$ cat src/rtl/wg_pkg.sv
package wg_pkg;
  localparam int WG_NUM = 3;
  localparam int WG_ONE = 0;
  localparam int WG_TWO = 1;
  localparam int WG_THREE = 2;
endpackage

$ cat src/rtl/wg_window.sv
module wg_window #(
  parameter int DATA_W = 25
) (
  input  logic [DATA_W-1:0] value,
  input  logic [DATA_W-1:0] lo,
  input  logic [DATA_W-1:0] hi,
  output logic              outside
);
  // strictly beyond either limit; equality counts as inside
  assign outside = (value > hi) || (value < lo);
endmodule

$ cat src/rtl/wg_pick_one.sv
module wg_pick_one #(
  parameter int CH_W = 5
) (
  input  logic [CH_W-1:0] chan,
  input  logic            injected,
  input  logic            all_mode,
  input  logic [CH_W-1:0] sel,
  input  logic            reg_en,
  input  logic            inj_en,
  output logic            hit
);
  logic tag_ok;
  assign tag_ok = injected ? inj_en : reg_en;
  assign hit    = tag_ok && (all_mode || (chan == sel));
endmodule

$ cat src/rtl/wg_pick_mask.sv
module wg_pick_mask #(
  parameter int NUM_CH = 20,
  parameter int CH_W   = 5
) (
  input  logic [CH_W-1:0]   chan,
  input  logic [NUM_CH-1:0] mask,
  output logic              hit
);
  always_comb begin
    hit = 1'b0;
    for (int k = 0; k < NUM_CH; k++) begin
      if (mask[k] && (int'(chan) == k)) hit = 1'b1;
    end
  end
endmodule

$ cat src/rtl/wg_flag_unit.sv
module wg_flag_unit #(
  parameter int FILT_W = 3
) (
  input  logic              clk,
  input  logic              rst,
  input  logic              ev,
  input  logic              ev_out,
  input  logic [FILT_W-1:0] filt,
  input  logic              clr,
  output logic              flag,
  output logic              flag_next
);
  logic [FILT_W-1:0] cnt;
  logic [FILT_W-1:0] cnt_d;
  logic              fire;

  always_comb begin
    fire  = 1'b0;
    cnt_d = cnt;
    if (ev) begin
      if (ev_out) begin
        if (cnt >= filt) begin
          fire  = 1'b1;
          cnt_d = '0;
        end else begin
          cnt_d = cnt + 1'b1;
        end
      end else begin
        cnt_d = '0;
      end
    end
  end

  assign flag_next = (flag && !clr) || fire;

  always_ff @(posedge clk) begin
    if (rst) begin
      flag <= 1'b0;
      cnt  <= '0;
    end else begin
      flag <= flag_next;
      cnt  <= cnt_d;
    end
  end


  set_cause_chk: assert property (@(posedge clk) disable iff (rst)
    $rose(flag) |-> $past(ev && ev_out));

  sticky_chk: assert property (@(posedge clk) disable iff (rst)
    (flag && !clr) |=> flag);

  clear_chk: assert property (@(posedge clk) disable iff (rst)
    (clr && !(ev && ev_out)) |=> !flag);

  run_reset_chk: assert property (@(posedge clk) disable iff (rst)
    (ev && !ev_out) |=> (cnt == '0));
endmodule

$ cat src/rtl/result_window_guard.sv
module result_window_guard #(
  parameter int NUM_CH = 20,
  parameter int DATA_W = 25,
  parameter int FILT_W = 3,
  localparam int CH_W  = $clog2(NUM_CH)
) (
  input  logic              clk,
  input  logic              rst,
  input  logic              res_valid,
  input  logic [CH_W-1:0]   res_chan,
  input  logic [DATA_W-1:0] res_value,
  input  logic              res_injected,
  input  logic [DATA_W-1:0] g1_lo,
  input  logic [DATA_W-1:0] g1_hi,
  input  logic              g1_all,
  input  logic [CH_W-1:0]   g1_chan,
  input  logic              g1_reg_en,
  input  logic              g1_inj_en,
  input  logic [FILT_W-1:0] g1_filt,
  input  logic [DATA_W-1:0] g2_lo,
  input  logic [DATA_W-1:0] g2_hi,
  input  logic [NUM_CH-1:0] g2_mask,
  input  logic [DATA_W-1:0] g3_lo,
  input  logic [DATA_W-1:0] g3_hi,
  input  logic [NUM_CH-1:0] g3_mask,
  input  logic [2:0]        flag_clr,
  input  logic [2:0]        irq_en,
  output logic [2:0]        flags,
  output logic              irq
);
  import wg_pkg::*;

  logic [DATA_W-1:0] lo_arr [WG_NUM];
  logic [DATA_W-1:0] hi_arr [WG_NUM];
  logic [FILT_W-1:0] filt_arr [WG_NUM];
  logic [WG_NUM-1:0] flag_nx;

  assign lo_arr[WG_ONE]     = g1_lo;
  assign hi_arr[WG_ONE]     = g1_hi;
  assign lo_arr[WG_TWO]     = g2_lo;
  assign hi_arr[WG_TWO]     = g2_hi;
  assign lo_arr[WG_THREE]   = g3_lo;
  assign hi_arr[WG_THREE]   = g3_hi;
  assign filt_arr[WG_ONE]   = g1_filt;
  assign filt_arr[WG_TWO]   = '0;
  assign filt_arr[WG_THREE] = '0;

  for (genvar i = 0; i < WG_NUM; i++) begin : g_wd
    logic hit;
    logic outside;

    if (i == WG_ONE) begin : g_single
      wg_pick_one #(.CH_W(CH_W)) u_pick (
        .chan(res_chan), .injected(res_injected), .all_mode(g1_all),
        .sel(g1_chan), .reg_en(g1_reg_en), .inj_en(g1_inj_en), .hit(hit));
    end else begin : g_masked
      wg_pick_mask #(.NUM_CH(NUM_CH), .CH_W(CH_W)) u_pick (
        .chan(res_chan), .mask((i == WG_TWO) ? g2_mask : g3_mask), .hit(hit));
    end

    wg_window #(.DATA_W(DATA_W)) u_win (
      .value(res_value), .lo(lo_arr[i]), .hi(hi_arr[i]), .outside(outside));

    wg_flag_unit #(.FILT_W(FILT_W)) u_flag (
      .clk(clk), .rst(rst), .ev(res_valid && hit), .ev_out(outside),
      .filt(filt_arr[i]), .clr(flag_clr[i]), .flag(flags[i]),
      .flag_next(flag_nx[i]));
  end

  always_ff @(posedge clk) begin
    if (rst) irq <= 1'b0;
    else     irq <= |(flag_nx & irq_en);
  end


  irq_track_chk: assert property (@(posedge clk) disable iff (rst)
    irq == |(flags & $past(irq_en)));

  idle_mask2_chk: assert property (@(posedge clk) disable iff (rst)
    (g2_mask == '0 && !flags[WG_TWO]) |=> !flags[WG_TWO]);

  idle_mask3_chk: assert property (@(posedge clk) disable iff (rst)
    (g3_mask == '0 && !flags[WG_THREE]) |=> !flags[WG_THREE]);

  idle_en1_chk: assert property (@(posedge clk) disable iff (rst)
    (!g1_reg_en && !g1_inj_en && !flags[WG_ONE]) |=> !flags[WG_ONE]);
endmodule

$ cat config.mk
export PLATFORM = sky130hd
export DESIGN_NAME = result_window_guard
export DESIGN_NICKNAME = d
export VERILOG_FILES = /design/src/rtl/wg_pkg.sv /design/src/rtl/wg_window.sv /design/src/rtl/wg_pick_one.sv /design/src/rtl/wg_pick_mask.sv /design/src/rtl/wg_flag_unit.sv /design/src/rtl/result_window_guard.sv
export SDC_FILE = /design/constraint.sdc
export NUM_CORES = 1
export LEC_CHECK = 0
export BUFFER_PORTS_ARGS = -buffer_cell sky130_fd_sc_hd__buf_4
export CORE_MARGIN = 4
export CORE_UTILIZATION = 45
export CTS_CLUSTER_SIZE = 20
export DETAILED_ROUTE_END_ITERATION = 10
export PLACE_DENSITY = 0.8
export RECOVER_POWER = 100
export SKIP_LAST_GASP = 1
export SYNTH_ARGS = -nofsm -noshare
export SYNTH_HDL_FRONTEND = slang
export SYNTH_SLANG_ARGS = --single-unit
$ cat constraint.sdc
create_clock -name clk -period 2.8 [get_ports clk]
set_input_delay 0.42 -clock clk [delete_from_list [all_inputs] [get_ports clk]]
set_output_delay 0.42 -clock clk [all_outputs]
set_load 0.1 [all_outputs]
==> metrics.txt <==
Hold Fails Final Rpt 0; Slew Limit Fails 0; CTS buffer count 3; Primary FF master, synth dfxtp_1; H-tree levels 1; Fill cells ~900; CTS tree done; buffer and inverter count on the worst path 1; FF+latch count, synth 7; Critical Path Source res_value[16]; post-route ant nets 0; mapped cell area 0.00455 mm2; critical path cell sequence buf_4, ha_1, and3_1, nand4_1, nor4_1, mux2_2, a21oi_1, o21ai_0, o21bai_1, a21oi_1; Post-Route Utilization 0.665; later-pin clock latency in the skew report ~0.23 ns; Largest stage delay, worst path approximately 0.44 ns; All-Layer GR Usage 0.279; RSZ-0062 raised after global routing false; Starting DRT DRC Count roughly 320; layout cells sized above 1 0.299; worst hold path type in2reg; Residual DRC 0; DP Wirelength ~15,000 um; post-synthesis sequential area ratio 0.0308; R2R Path Start g_wd[0].u_flag.cnt[0]$_SDFFE_PP0P_; drt first pass iters 5; layer with the highest usage met2; clock root cell clkbuf_8; clock sink count 7; Yosys top cell area share 0.415; CP dominant cell by count a21oi_1; Nets about 1,300; clock slew at reported path FFs around 0.04 ns; yosys warns 0; largest cells by area after synthesis ha_1, inv_1, a21oi_1, dfxtp_1, mux4_2; largest net degree at the start of global routing 17; fin crit share 0.882; grt met2 use 0.514; WL/cell approximately 17 um; Cells after DPL about 990; Avg Cell Area, Syn 7.36 um2; Final Setup Violations 0; Cell Pwr Density roughly 180 mW/mm2; status completed; Vias ~5,300; Core Area slightly below 0.01 mm2; CTS Hold Bufs 0; vias in the first global route about 5,600; diode count 0; clock buffer depth 2; synthesis-to-finish area growth 43.4%; die area 0.0118 mm2; routed vias/inst 5.37; total setup buffers inserted after CTS 0; Crit path required time slightly below 3 ns; Post-synth EDFFs 0; skew final 0.000502 ns; maximum vdd ir drop around 0.13 mV; cts repair resizes 0; width of the chip around 110 um; # rows 36; Initial Util 0.464; global placement routability congestion between 0.8 and 0.9; worst relative slew slack 0.190; pin slew with the least headroom to its limit between 1 and 1.5 ns; Peak Freq a little over 0.4 GHz; Top delay family on crit path simple AND/OR/NAND/NOR gates; Yosys cell types a little under 60; CP max FO 6; Async SR Flop Fraction 0; max-cap violations 0; post-synth top area cell ha_1; port bufs about 240; Layout Cells excl Fill just under 1,000; Post-Synthesis Cells between 600 and 700; hold_sp rst; first-pass GRT wire length roughly 26,000 um; CP Launch Type input pin; Setup CP Type in2reg; initial antenna violation count 0; IO Count about 250; Arr. time, crit path 2.58 ns; routing usage on met1 0.338; GR Layer Usage met3 0.0400; Post-Route Setup TNS 0 ns; die span in y 109 um; Leakage 3.84 nW; grt ovf 0; syn_nets just over 1,000; crit end category flip-flop; slowest stage cell, crit path nor4_1; Final min period around 2.5 ns; drt total wl around 17,000 um
-- through the flow --
| stage | setup slack (ns) | area [um2] | hold WS [ns] | power (mW) |
|---|---|---|---|---|
| 6_report | 0.331 | 6530 | 0.414 | 1.17 |
| 5_1_grt | 0.110 | 6530 | 0.407 | 1.30 |
| 4_1_cts | 0.352 | 6550 | 0.409 | 1.18 |
| 3_5_place_dp | 0.113 | 6500 | 0.485 | 1.03 |
| 3_3_place_gp | 0.139 | 6500 | 0.464 | 0.993 |
| 2_1_floorplan | 0.535 | 4550 | 0.446 | 0.584 |
-- cell families after synthesis --
kind of cell	count (synthesis)	synth area share
muxes	12	0.0434
adders and majority gates	151	0.415
buffers and inverters	161	0.137
xor gates and xnor gates	5	0.00962
DFF	7	0.0308
and+or+nand+nor	137	0.161
AOI/OAI and AO/OA	146	0.204
-- cells in the final DEF (no fill, tap or decap), drive strengths merged, types with 4 or more instances in the layout --
cell	netlist	routed
a211oi	13	13
a21o	15	15
a21oi	51	51
and3	5	5
buf	8	240
clkbuf	0	8
dfxtp	7	7
ha	151	151
inv	153	153
mux2i	4	4
mux4	6	6
nand2	33	33
nand2b	7	7
nand3	21	21
nand4	20	20
nor2	19	19
nor2b	8	8
nor3	8	8
o211ai	7	7
o21a	4	4
o21ai	30	30
-- power breakdown --
group          internal (mW)  total [mW]  switching (mW)  leakage (nW)
combinational          0.479       0.921           0.441          3.76
clock                 0.0987       0.144          0.0456        0.0228
sequential             0.104       0.107         0.00247        0.0568
total                  0.682        1.17           0.490          3.84
-- per-layer routing --
| metal | routed length, um | vias up | share of wire |
|---|---|---|---|
| met2 | 8460 | 204 | 0.51 |
| li1 | - | 2665 | - |
| met1 | 6870 | 2432 | 0.41 |
| met4 | 343 | 0 | 0.020 |
| met5 | 0 | - | 0 |
| met3 | 1070 | 24 | 0.064 |
-- Yosys cell counts (all sizes together) (8+ instances only) --
cell type,n
a211oi,13
inv,153
a21o,15
nor2b,8
nand4,20
a21oi,51
nor2,19
nand2,33
o21ai,30
nor3,8
nand3,21
ha,151
buf,8
-- flip-flops by register name (all words and copies together) (netlist names) --
register / flops
g_wd.u_flag.flag: 3
irq: 1
g_wd.u_flag.cnt: 3
-- area by class of cell --
class | instances | area [um2] | share of cell area
Inverter | 153 | 574 | 0.0879
Timing Repair Buffer | 244 | 1820 | 0.278
Clock buffer | 4 | 45.0 | 0.00690
Tap cell | 133 | 166 | 0.0255
Multi-Input combinational cell | 451 | 3790 | 0.580
Sequential cell | 7 | 140 | 0.0215
-- worst paths after layout --
| path | cells after the start | slack (ns) | endpoint |
|---|---|---|---|
| worst max-delay path | 10 | 0.33 | g_wd[0].u_flag.cnt[2]$_SDFFE_PP0P_ |
| worst min-delay path | 2 | 0.41 | g_wd[0].u_flag.cnt[2]$_SDFFE_PP0P_ |
| worst max register to register | 8 | 0.81 | g_wd[0].u_flag.cnt[0]$_SDFFE_PP0P_ |
| worst min register to register | 2 | 0.50 | g_wd[0].u_flag.cnt[1]$_SDFFE_PP0P_ |
(Power assumes the default switching activity.)
